**config.mk**
```make
export PLATFORM = sky130hd
export DESIGN_NAME = snapcap_top
export DESIGN_NICKNAME = d
export VERILOG_FILES = /design/src/rtl/snapcap_pkg.sv /design/src/rtl/snapcap_ring.sv /design/src/rtl/snapcap_ctrl.sv /design/src/rtl/snapcap_reader.sv /design/src/rtl/snapcap_top.sv
export SDC_FILE = /design/constraint.sdc
export NUM_CORES = 1
export LEC_CHECK = 0
export BUFFER_PORTS_ARGS = -buffer_cell sky130_fd_sc_hd__buf_2
export CORE_ASPECT_RATIO = 1.25
export CORE_MARGIN = 2
export CORE_UTILIZATION = 50
export DETAILED_ROUTE_END_ITERATION = 16
export PLACE_DENSITY = 0.68
export SYNTH_ARGS = -nofsm -noshare
export SYNTH_HDL_FRONTEND = slang
export SYNTH_SLANG_ARGS = --single-unit
```
**constraint.sdc**
```tcl
create_clock -name clk -period 9.7 [get_ports clk]
set_input_delay 1.455 -clock clk [delete_from_list [all_inputs] [get_ports clk]]
set_output_delay 1.455 -clock clk [all_outputs]
set_load 0.02 [all_outputs]
```
**src/rtl/snapcap_pkg.sv**
```systemverilog
package snapcap_pkg;

  typedef enum logic [1:0] {
    ST_ARMED  = 2'd0,
    ST_POST   = 2'd1,
    ST_FROZEN = 2'd2
  } cap_state_t;

  typedef struct packed {
    logic err_mark;
    logic chan_b;
    logic chan_a;
  } snap_sample_t;

  // Samples still to be written after the error cycle, per placement mode.
  function automatic int unsigned tail_len(input logic [1:0] mode, input int unsigned depth);
    case (mode)
      2'b00:   return 0;
      2'b10:   return depth - 1;
      default: return depth / 2;
    endcase
  endfunction

endpackage

```
**src/rtl/snapcap_ring.sv**
```systemverilog
module snapcap_ring
  import snapcap_pkg::*;
#(
  parameter int DEPTH = 16,
  localparam int AW = $clog2(DEPTH)
) (
  input  logic         clk,
  input  logic         rst_n,
  input  logic         we,
  input  logic         clr_fill,
  input  snap_sample_t wr_data,
  input  logic [AW-1:0] rd_addr,
  output snap_sample_t rd_data,
  output logic [AW-1:0] wr_ptr,
  output logic [AW:0]   fill
);

  localparam logic [AW:0] FULL = (AW+1)'(DEPTH);

  snap_sample_t mem [DEPTH];

  always_ff @(posedge clk) begin
    if (we) mem[wr_ptr] <= wr_data;
  end

  always_ff @(posedge clk or negedge rst_n) begin
    if (!rst_n) begin
      wr_ptr <= '0;
      fill   <= '0;
    end else begin
      if (we) wr_ptr <= wr_ptr + AW'(1);
      if (clr_fill)              fill <= '0;
      else if (we && fill != FULL) fill <= fill + (AW+1)'(1);
    end
  end

  assign rd_data = mem[rd_addr];

  // the window never claims more samples than the ring holds
  a_r2_fill_bound: assert property (@(posedge clk) disable iff (!rst_n)
    fill <= FULL);

  // each write advances the ring by exactly one slot
  a_r2_ptr_step: assert property (@(posedge clk) disable iff (!rst_n)
    we |=> wr_ptr == $past(wr_ptr) + AW'(1));

endmodule

```
**src/rtl/snapcap_ctrl.sv**
```systemverilog
module snapcap_ctrl
  import snapcap_pkg::*;
#(
  parameter int DEPTH = 16,
  parameter int CW = 8,
  localparam int AW = $clog2(DEPTH)
) (
  input  logic          clk,
  input  logic          rst_n,
  input  logic          err_strobe,
  input  logic          rearm,
  input  logic [1:0]    cap_mode,
  input  logic [AW-1:0] wr_ptr,
  output logic          we,
  output logic          frozen,
  output logic          err_flag,
  output logic [AW-1:0] err_addr,
  output logic [CW-1:0] drop_count
);

  localparam logic [CW-1:0] DROP_MAX = '1;

  cap_state_t    state;
  logic [AW-1:0] remain;
  logic [AW-1:0] tail;

  assign tail   = AW'(tail_len(cap_mode, DEPTH));
  assign we     = !rearm && (state == ST_ARMED || state == ST_POST);
  assign frozen = (state == ST_FROZEN);

  always_ff @(posedge clk or negedge rst_n) begin
    if (!rst_n) begin
      state      <= ST_ARMED;
      remain     <= '0;
      err_flag   <= 1'b0;
      err_addr   <= '0;
      drop_count <= '0;
    end else if (rearm) begin
      state      <= ST_ARMED;
      remain     <= '0;
      err_flag   <= 1'b0;
      drop_count <= '0;
    end else begin
      case (state)
        ST_ARMED: begin
          if (err_strobe) begin
            err_flag <= 1'b1;
            err_addr <= wr_ptr;
            remain   <= tail;
            state    <= (tail == '0) ? ST_FROZEN : ST_POST;
          end
        end
        ST_POST: begin
          remain <= remain - AW'(1);
          if (remain == AW'(1)) state <= ST_FROZEN;
        end
        ST_FROZEN: begin
          if (err_strobe && drop_count != DROP_MAX) drop_count <= drop_count + CW'(1);
        end
        default: state <= ST_ARMED;
      endcase
    end
  end

  // first error while armed raises the flag and latches the slot
  a_r6_flag_rise: assert property (@(posedge clk) disable iff (!rst_n)
    state == ST_ARMED && err_strobe && !rearm |=> err_flag && err_addr == $past(wr_ptr));

  // the flag is sticky until rearm
  a_r6_flag_hold: assert property (@(posedge clk) disable iff (!rst_n)
    err_flag && !rearm |=> err_flag);

  // pre placement freezes right after the error cycle
  a_r3_pre_freeze: assert property (@(posedge clk) disable iff (!rst_n)
    state == ST_ARMED && err_strobe && !rearm && cap_mode == 2'b00 |=> frozen);

  // a frozen error below saturation adds exactly one to the count
  a_r7_drop_step: assert property (@(posedge clk) disable iff (!rst_n)
    frozen && err_strobe && !rearm && drop_count != DROP_MAX |=> drop_count == $past(drop_count) + CW'(1));

  // rearm clears the capture state on the next cycle
  a_r10_rearm_clear: assert property (@(posedge clk) disable iff (!rst_n)
    rearm |=> !err_flag && !frozen && drop_count == '0);

endmodule

```
**src/rtl/snapcap_reader.sv**
```systemverilog
module snapcap_reader #(
  parameter int DEPTH = 16,
  localparam int AW = $clog2(DEPTH)
) (
  input  logic          clk,
  input  logic          rst_n,
  input  logic          frozen,
  input  logic [AW:0]   fill,
  input  logic [AW-1:0] wr_ptr,
  input  logic [AW-1:0] err_addr,
  input  logic          rd_ready,
  output logic          rd_valid,
  output logic          rd_last,
  output logic [AW-1:0] rd_addr,
  output logic [AW-1:0] err_index
);

  logic [AW:0]   rd_cnt;
  logic [AW-1:0] oldest;

  assign oldest    = wr_ptr - fill[AW-1:0];
  assign rd_addr   = oldest + rd_cnt[AW-1:0];
  assign err_index = err_addr - oldest;
  assign rd_valid  = frozen && (rd_cnt < fill);
  assign rd_last   = rd_valid && (rd_cnt == fill - (AW+1)'(1));

  always_ff @(posedge clk or negedge rst_n) begin
    if (!rst_n)                    rd_cnt <= '0;
    else if (!frozen)              rd_cnt <= '0;
    else if (rd_valid && rd_ready) rd_cnt <= rd_cnt + (AW+1)'(1);
  end

  // a stalled beat stays put unless the capture is dropped
  a_r9_stall_hold: assert property (@(posedge clk) disable iff (!rst_n)
    rd_valid && !rd_ready |=> !frozen || (rd_valid && $stable(rd_addr)));

  // nothing is offered after the final beat is taken
  a_r8_end_quiet: assert property (@(posedge clk) disable iff (!rst_n)
    rd_valid && rd_ready && rd_last |=> !rd_valid);

endmodule

```
**src/rtl/snapcap_top.sv**
```systemverilog
module snapcap_top
  import snapcap_pkg::*;
#(
  parameter int DEPTH = 16,
  parameter int CW = 8,
  localparam int AW = $clog2(DEPTH)
) (
  input  logic          clk,
  input  logic          rst_n,
  input  logic          link_a,
  input  logic          link_b,
  input  logic          err_strobe,
  input  logic [1:0]    cap_mode,
  input  logic          rearm,
  output logic          err_flag,
  output logic          frozen,
  output logic [AW-1:0] err_index,
  output logic [CW-1:0] drop_count,
  output logic          rd_valid,
  input  logic          rd_ready,
  output logic [2:0]    rd_data,
  output logic          rd_last
);

  logic          we;
  logic [AW-1:0] wr_ptr;
  logic [AW:0]   fill;
  logic [AW-1:0] err_addr;
  logic [AW-1:0] rd_addr;
  snap_sample_t  wr_sample;
  snap_sample_t  rd_sample;

  assign wr_sample = '{err_mark: err_strobe, chan_b: link_b, chan_a: link_a};
  assign rd_data   = rd_sample;

  snapcap_ctrl #(.DEPTH(DEPTH), .CW(CW)) u_ctrl (
    .clk(clk), .rst_n(rst_n), .err_strobe(err_strobe), .rearm(rearm),
    .cap_mode(cap_mode), .wr_ptr(wr_ptr), .we(we), .frozen(frozen),
    .err_flag(err_flag), .err_addr(err_addr), .drop_count(drop_count)
  );

  snapcap_ring #(.DEPTH(DEPTH)) u_ring (
    .clk(clk), .rst_n(rst_n), .we(we), .clr_fill(rearm), .wr_data(wr_sample),
    .rd_addr(rd_addr), .rd_data(rd_sample), .wr_ptr(wr_ptr), .fill(fill)
  );

  snapcap_reader #(.DEPTH(DEPTH)) u_reader (
    .clk(clk), .rst_n(rst_n), .frozen(frozen), .fill(fill), .wr_ptr(wr_ptr),
    .err_addr(err_addr), .rd_ready(rd_ready), .rd_valid(rd_valid),
    .rd_last(rd_last), .rd_addr(rd_addr), .err_index(err_index)
  );

  // a frozen ring takes no writes until rearm
  a_r7_frozen_hold: assert property (@(posedge clk) disable iff (!rst_n)
    frozen && !rearm |=> frozen && $stable(wr_ptr));

endmodule

```
==> reports/qor.csv <==
stage,metric,value,unit
synth,netlist.area_leader.share,34.63,%
final_layout,nets,391,
setup_path,r2r_setup_slack,7.53,ns
synth,yosysWarnings,0,
grt,grt.overflow.total,0,
grt,grt_pass1_vias,2579,
power_and_ir_drop,irDropWorstVdd,0.2646,mV
final_layout,fin_util,56.08,%
cts,insertion_delay,0.36,ns
synth,synth_cell_types,46,
routing,wl,7725,um
placed_design,port_buffers,27,
routing,final_antenna_net_count,0,
hold_path,hold_start,u_ctrl.remain[1],
grt,grt_antenna_before_repair,0,
final_layout,multi_input_area,0.001767,sq mm
synth,synth_area_leaders,"edfxtp_1 (35%), dfrtp_1 (20%), ha_1 (7.2%), mux4_2 (6.5%), xnor2_1 (4.0%)",
sta,finClkSkew,0.005302,ns
final_layout,syn_to_final_growth,9.769,%
hold_path,hold_path_end,u_ctrl.remain[1],
sta,max_slew.worst_pin.slew,0.8475,ns
floorplan,rows,37,
setup_path,r2r-end,u_reader.rd_cnt[4],
sta,fin_crit_sh,51.50,%
setup_path,cp-start-kind,register,
routing,wire_per_inst,16.90,um
cts,holdBufCountCts,0,
cts,clock_sinks,81,
floorplan,start_util,51.09,%
sta,period_minus_slack,4.995,ns
sta,hold_viol,0,
sta,rsz0062_at_grt,false,
routing,drc,0,
setup_path,arrival,3.54,ns
cts,cts_max_level,3,
routing,topRoutingLayerUsed,met4,
synth,synth_common_cells,"edfxtp_1 (48), dfrtp_1 (33), inv_1 (25), ha_1 (24), nor2_1 (22)",
setup_path,cp.required,8.25,ns
synth,netlist_area,0.004163,sq mm
cts,numCtsBuffers,9,
sta,drv_slew,0,
setup_path,path_class,register to output port,
hold_path,worstHoldPathType,register to register,
final_layout,drive_gt1_share,16.67,%
synth,async_flop_share,40.74,%
routing,wl_met1,3436,um
floorplan,dieWidth,85.61,um
sta,slew_headroom,43.31,%
synth,netlist_instances,325,
run,drv_cap,0,
routing,dr.pass1.iters,5,
cts,root_buffer,clkbuf_8,
setup_path,crit-reg2reg-launch,u_ring.fill[1],
placed_design,hpwl,5649,um
hold_path,whs_path_depth,1,
run_status,status,"complete, no violations",
floorplan,die_area,0.009076,sq mm
cts,post_cts_buffers,0,
routing,viasPerCell,5.595,
power_and_ir_drop,powerDensity,273.3,mW/mm^2
synth,syn_nets,361,
routing,wl_met2,3806,um
synth,ys_seq_area_share,54.46,%
sta,fin_tns_setup,0,ns
routing,met3_length,245,um
final_layout,seqCellArea,0.002267,sq mm
sta,setup_viol,0,
synth,synthFlopType,edfxtp_1,
synth,ys_ff_latch,81,
placed_design,place.gp.congestion,0.8008,
synth,synth_edf_count,48,
setup_path,crit_fanout,12,
sta,fmax,200.2,MHz
final_layout,diodes,0,
routing,dr.first_iter.drc_count,106,
grt,grt_pass1_wl,12770,um
power_and_ir_drop,p_total,1.249,mW
floorplan,coreArea,0.008148,sq mm
synth,syn_avg_cell_area,12.81,sq um
cts,clk_pin_slew,0.09,ns
setup_path,reg2reg_depth,7,
setup_path,endpoint_kind,output port,
routing,vias,2557,
synth,yosysMostFrequentCell,edfxtp_1,
grt,grt_max_degree,34,
floorplan,die-height,106.0,um
cts,clockBufferDepth,2,
floorplan,io-pin-count,28,
cts,cts_tree,done,
cts,post_cts_resize_count,0,
synth,yosysTopAreaCell,edfxtp_1,
grt,track_usage,18.69,%
final_layout,fillCellCount,684,
power_and_ir_drop,p_leak,1.868,nW
[layout by cell type, fill, tap and decap left out, drive strengths merged, types with 2 or more instances in the layout]
cell type	instances
xor2	8
buf	27
ha	24
nor3	3
mux2	2
nand4	2
a21oi	10
nor2	23
clkinvlp	2
inv	29
or4	2
fa	3
mux2i	13
a31oi	2
a41oi	4
and2	16
mux4	12
clkbuf	9
nand3b	2
and3	3
a21o	5
o21ai	14
nand3	9
a21boi	2
xnor2	19
nand2	12
edfxtp	48
o21a	2
nor2b	5
nor4b	2
and4	2
dfrtp	33
[registers in the layout, summed over array words and instances, names as in the netlist]
name               flops
u_ring.wr_ptr          4
u_ctrl.drop_count      8
u_ctrl.err_flag        1
u_reader.rd_cnt        5
u_ring.fill            5
u_ctrl.remain          4
u_ctrl.state           2
u_ring.mem            48
u_ctrl.err_addr        4
[layout make-up]
type / instances / share of cell area [%]
Inverter: 25 / 2.054
Clock inverter: 7 / 1.342
Tap cell: 97 / 2.656
Sequential cell: 81 / 49.62
Multi-Input combinational cell: 211 / 38.66
Clock buffer: 9 / 2.711
Timing Repair Buffer: 27 / 2.957
[worst max-delay path, stage by stage (launching register included)]
cell and delay, ns:
dfrtp_1 0.43, inv_1 0.16, ha_1 0.19, inv_1 0.06, fa_1 0.54, inv_1 0.10
fa_1 0.87, mux4_2 0.41, mux2i_1 0.16, mux2i_1 0.09, buf_2 0.18
[stage by stage]
| step | hold slack, ns | std cells | worst slack, ns | cell area (sq um) |
|---|---|---|---|---|
| finish | 0.4843 | 457 | 4.705 | 4569 |
| global route | 0.5050 | 457 | 4.455 | 4569 |
| CTS | 0.4863 | 457 | 4.674 | 4569 |
| detailed placement | 0.4653 | 441 | 5.079 | 4384 |
| global placement | 0.4606 | 441 | 5.201 | 4384 |
| floorplan | 0.4493 | 325 | 5.295 | 4163 |
[logic make-up (layout without fill, tap and decap cells)]
family / count (synthesis) / in the layout / synth area share (%)
buffers and inverters: 33 / 68 / 3.096
AND/OR/NAND/NOR: 85 / 85 / 11.09
flip-flops: 81 / 81 / 54.46
AO/OA/AOI/OAI: 45 / 45 / 6.853
adder cells (fa/ha/maj): 27 / 27 / 8.657
multiplexers: 27 / 27 / 10.16
XOR/XNOR: 27 / 27 / 5.681
[worst max-delay path by stage]
stage / from / end / slack [ns]
after floorplan: u_ring.wr_ptr[0] / rd_data[1] / 5.29
after detailed placement: u_ring.wr_ptr[0] / rd_data[1] / 5.08
final: u_ring.wr_ptr[0] / rd_data[1] / 4.70
after CTS: u_ring.wr_ptr[0] / rd_data[1] / 4.67
after global placement: u_ring.wr_ptr[0] / rd_data[2] / 5.20
after global routing: u_ring.wr_ptr[0] / rd_data[1] / 4.45
[power breakdown]
part	switching [mW]	internal, mW
Combinational	0.320	0.259
Clock	0.133	0.0977
Sequential	0.0343	0.406
Total	0.487	0.762
[routing by layer]
layer | vias to the layer above | GRT usage, %
li1 | 1231 | -
met1 | 1253 | 23.11
met2 | 53 | 30.97
met3 | 20 | 4.193
met4 | 0 | 8.844
met5 | - | 0
Note: power is estimated with default switching activity, not from simulation.
